File: config.mk
export PLATFORM = sky130hd
export DESIGN_NAME = irq2_ctrl
export DESIGN_NICKNAME = d
export VERILOG_FILES = /design/src/rtl/irq2_pkg.sv /design/src/rtl/irq2_enables.sv /design/src/rtl/irq2_arbiter.sv /design/src/rtl/irq2_ctrl.sv
export SDC_FILE = /design/constraint.sdc
export NUM_CORES = 1
export LEC_CHECK = 0
export CAP_MARGIN = 20
export CORE_AREA = 2 2 39 41
export CTS_BUF_LIST = sky130_fd_sc_hd__clkbuf_4 sky130_fd_sc_hd__clkbuf_8 sky130_fd_sc_hd__clkbuf_16
export DETAILED_ROUTE_END_ITERATION = 16
export DIE_AREA = 0 0 41 43
export DONT_BUFFER_PORTS = 1
export GPL_TIMING_DRIVEN = 0
export HOLD_SLACK_MARGIN = 0.02
export PLACE_DENSITY_LB_ADDON = 0.1
export SYNTH_ARGS = -nofsm -noshare
export SYNTH_HDL_FRONTEND = slang
export SYNTH_SLANG_ARGS = --single-unit
File: constraint.sdc
create_clock -name clk -period 2.8 [get_ports clk]
set_input_delay 0.56 -clock clk [delete_from_list [all_inputs] [get_ports clk]]
set_output_delay 0.56 -clock clk [all_outputs]
set_load 0.02 [all_outputs]
File: src/rtl/irq2_pkg.sv
package irq2_pkg;
    parameter int unsigned VEC_W = 12;

    typedef enum logic [1:0] {
        SRC_NONE = 2'd0,
        SRC_EXT  = 2'd1,
        SRC_TMR  = 2'd2
    } src_e;

    localparam logic [VEC_W-1:0] VEC_EXT = VEC_W'(3);
    localparam logic [VEC_W-1:0] VEC_TMR = VEC_W'(7);

    typedef struct packed {
        logic ext_en;
        logic tmr_en;
    } en_t;

    function automatic logic [VEC_W-1:0] src_vector(src_e s);
        case (s)
            SRC_EXT: return VEC_EXT;
            SRC_TMR: return VEC_TMR;
            default: return '0;
        endcase
    endfunction
endpackage

File: src/rtl/irq2_enables.sv
module irq2_enables
    import irq2_pkg::*;
(
    input  logic clk,
    input  logic rst,
    input  logic ext_en_i,
    input  logic ext_dis_i,
    input  logic tmr_en_i,
    input  logic tmr_dis_i,
    output en_t  en_o
);
    en_t en_q;
    always_ff @(posedge clk) begin
        if (rst) begin
            en_q <= '0;
        end else begin
            if (ext_dis_i)     en_q.ext_en <= 1'b0;
            else if (ext_en_i) en_q.ext_en <= 1'b1;
            if (tmr_dis_i)     en_q.tmr_en <= 1'b0;
            else if (tmr_en_i) en_q.tmr_en <= 1'b1;
        end
    end
    assign en_o = en_q;
endmodule

File: src/rtl/irq2_arbiter.sv
module irq2_arbiter
    import irq2_pkg::*;
(
    input  logic boundary_i,
    input  logic locked_i,
    input  en_t  en_i,
    input  logic ext_req_i,
    input  logic tmr_pend_i,
    output src_e win_o
);
    logic ext_ok, tmr_ok;
    assign ext_ok = en_i.ext_en & ext_req_i;
    assign tmr_ok = en_i.tmr_en & tmr_pend_i;

    always_comb begin
        win_o = SRC_NONE;
        if (boundary_i && !locked_i) begin
            if (ext_ok)      win_o = SRC_EXT;
            else if (tmr_ok) win_o = SRC_TMR;
        end
    end
endmodule

File: src/rtl/irq2_ctrl.sv
module irq2_ctrl
    import irq2_pkg::*;
(
    input  logic             clk,
    input  logic             rst,
    input  logic             ext_req_i,
    input  logic             tmr_evt_i,
    input  logic             ext_en_i,
    input  logic             ext_dis_i,
    input  logic             tmr_en_i,
    input  logic             tmr_dis_i,
    input  logic             reti_i,
    input  logic             ret_i,
    input  logic             boundary_i,
    output logic             take_o,
    output logic [VEC_W-1:0] vector_o
);
    en_t  en;
    src_e win;
    logic locked_q;
    logic tmr_pend_q;

    irq2_enables u_en (
        .clk(clk), .rst(rst),
        .ext_en_i(ext_en_i), .ext_dis_i(ext_dis_i),
        .tmr_en_i(tmr_en_i), .tmr_dis_i(tmr_dis_i),
        .en_o(en)
    );

    irq2_arbiter u_arb (
        .boundary_i(boundary_i), .locked_i(locked_q), .en_i(en),
        .ext_req_i(ext_req_i), .tmr_pend_i(tmr_pend_q), .win_o(win)
    );

    always_ff @(posedge clk) begin
        if (rst) begin
            locked_q   <= 1'b0;
            tmr_pend_q <= 1'b0;
        end else begin
            if (win != SRC_NONE) locked_q <= 1'b1;
            else if (reti_i)     locked_q <= 1'b0;
            if (tmr_evt_i)             tmr_pend_q <= 1'b1;
            else if (win == SRC_TMR)   tmr_pend_q <= 1'b0;
        end
    end

    assign take_o   = (win != SRC_NONE);
    assign vector_o = src_vector(win);

    logic unused_ret;
    assign unused_ret = ret_i;
endmodule

==> results of run 1 <==
==> Yosys cell counts, drive strengths merged <==
cell,number
conb,1
buf,10
inv,1
a21oi,1
nor2,3
ha,1
a311oi,1
and4,1
nand4,1
nand3,1
dfxtp,4
nor2b,2
nand2,1
nor3,2
nand2b,1
==> worst register-to-register path: cells and delay by family (launching register included) <==
| family | cells | cell delay, ps |
|---|---|---|
| simple gates | 2 | 320 |
| compound gates | 1 | 110 |
| flops | 1 | 310 |
| fa+ha+maj | 1 | 210 |
==> flip-flops by register name, summed over array words and instances (netlist names) <==
register    count
tmr_pend_q      1
locked_q        1
u_en.en_o       2
==> final timing paths <==
| kind | end | from |
|---|---|---|
| hold / removal | locked_q$_SDFFE_PP0P_ | rst |
| setup / recovery | vector_o[1] | boundary_i |
| setup reg to reg | locked_q$_SDFFE_PP0P_ | locked_q$_SDFFE_PP0P_ |
| hold reg to reg | locked_q$_SDFFE_PP0P_ | locked_q$_SDFFE_PP0P_ |
==> report_power, final <==
group / switching, mW / internal, mW / leakage (nW)
Sequential: 0.00212 / 0.0602 / 0.0330
Clock: 0.0247 / 0.0480 / 0.0138
Combinational: 0.0185 / 0.0139 / 0.126
==> per-layer routing <==
layer,global-route usage,part of all wire,vias to the layer above
li1,-,-,108
met1,0.0675,0.33,77
met2,0.0875,0.40,18
met3,0.105,0.27,0
met4,0.0200,0,0
met5,0,0,-
==> cells by family after synthesis <==
group / count (synthesis) / synth area share
AO/OA/AOI/OAI: 2 / 0.0744
adder cells (fa/ha/maj): 1 / 0.0465
buffers and inverters: 11 / 0.293
flip-flops: 4 / 0.298
other: 1 / 0.0139
AND/OR/NAND/NOR: 12 / 0.274
==> cell type report <==
class / instances / share of cell area
multi-input cells: 24 / 0.410
flip-flops and latches: 4 / 0.234
plain buffers: 10 / 0.220
clock buffers: 3 / 0.0659
well taps: 16 / 0.0586
inverters: 1 / 0.0110
==> metrics by stage <==
| step | cell area, sq um | util |
|---|---|---|
| after floorplan | 299 | - |
| after global placement | 319 | 0.231 |
| after detailed placement | 319 | 0.231 |
| after CTS | 342 | 0.247 |
| after global routing | 342 | 0.247 |
| final | 342 | 0.247 |
==> run metrics, run 1 <==
CTS tree=done; DIE AREA=roughly 0.0018 sq mm; WP data arrival=between 1000 and 1500 ps; vias=a little over 200; Clock Tree Root=clkbuf_4; Avg WL per Cell=8.60 microns; fmax=489 MHz; Top delay family on crit path=adder cells; final hold slack=385 ps; Total Power=about 0.17 mW; synthesized area=roughly 270 sq um; Fillers=between 150 and 200; Setup Buffers After CTS=0; multi-input logic area=between 100 and 150 sq um; Req. time, crit path=between 2000 and 2500 ps; vias in the first global route=approximately 190; crit path max-delay cell type=ha_1; Die Y=~43 microns; Num CTS Buffers=3; dpl ws=between 700 and 800 ps; Final Cycle Share=0.730; number of inserted diodes=0; Mapped Cells=31; R2R setup slack=approximately 1800 ps; crit start category=primary input; most frequent cells in the layout=10 x buf_4, 9 x conb_1, 4 x dfxtp_1, 3 x nor2_1, 3 x clkbuf_4; Max clock buf depth=2; status=finished, final reports clean; drc violations=0; Yosys reg bits=4; largest fanout on the critical path=4; Hold Path Cell Cnt=1; port buffer count=0; area delta synth->final=27.0%; Core ar.=about 0.0014 sq mm; R2R cell count=4; Syn. warnings=0; Slew Limit Fails=0; Hold Path Class=primary input to register; Total GRT Usage=0.0723; final worst slack=756 ps; min Tclk post-route=2040 ps; Crit path depth=4; Leakage Power=0.172 nW; Non-Filler Instances=58; share of layout cells above drive strength 1=0.381; routability cong.=~0.70; hold_buf cts=0; Setup TNS=0 ps; Sequential Area=~80 sq um; final net count=56; cell taking the most area after synthesis=dfxtp_1; hpwl dp=between 400 and 500 microns; initial antenna violation count=0; IO Pins=24; initial core utilization=0.194; Final Setup Violations=0; Post-DRT Antenna Nets=0; commonest non-fill, non-tap cell in the layout=buf_4; Max stage delay on crit path=~410 ps; Power Dens Cells=490 mW/mm^2; RSZ-0062 raised after global routing=false; 1st-pass router iterations=4; Crit Path Class=primary input to output pin; CP bufs+invs=1; Die W=approximately 40 microns; post-CTS sizing=0; count of cell types in the netlist=16; vias per cell=between 3 and 4; CP endpoint kind=output pin; DRT iter0 DRCs=7; final wirelength=499 microns; register area share after synthesis=0.298; Avg Cell Area, Syn=approximately 8.7 sq um; total of max-cap violations=0; Placed Instances=55; clock latency on the worst-skew pair=240 ps; Max IR drop VDD=between 0.2 and 0.25 mV; worst-path cell chain=nor2b_2, nand4_1, ha_1, buf_4; CTS Sinks=4; largest net degree at the start of global routing=5; Max H-tree Level=1; Fin Clk Skew=about 4 ps; Clock Pin Slew Worst Setup and Hold Paths=approximately 40 ps; GR Overflow Total=0; top-area cell type share of the netlist area=0.298; top cells by area, synth=dfxtp_1 30%, buf_4 28%, a311oi_2 5.6%, nor2b_4 5.1%, ha_1 4.7%; num rows=14; first-pass GRT wire length=between 700 and 800 microns; final hold vios=0
Power figures use the tool's default switching activity.
==> inputs of run 2 (changes only) <==
Clock period 2.8 ns to 2.1 ns, I/O delays scaled along.
==> results of run 2 <==
The final DEF is identical to that of run 1. Status: finished, final reports clean.
Among the figures that moved: setup slack after placement 760 ps -> 340 ps; setup slack after layout 756 ps -> 216 ps; hold slack 385 ps -> 245 ps; start point of the critical path boundary_i -> locked_q$_SDFFE_PP0P_; register-to-register setup slack 1790 ps -> 1090 ps; total power 0.168 mW -> 0.223 mW; worst IR drop on VDD 0.241 mV -> 0.321 mV
==> inputs of run 3 (changes only) <==
Settings changed: HOLD_SLACK_MARGIN 0.02 to not set, SKIP_CTS_REPAIR_TIMING set to 1.
==> results of run 3 <==
The final DEF is identical to that of run 1. Status: finished, final reports clean.
Among the figures that moved: setup slack after placement 760 ps -> 340 ps; setup slack after layout 756 ps -> 216 ps; hold slack 385 ps -> 245 ps; start point of the critical path boundary_i -> locked_q$_SDFFE_PP0P_; register-to-register setup slack 1790 ps -> 1090 ps; total power 0.168 mW -> 0.223 mW; worst IR drop on VDD 0.241 mV -> 0.321 mV
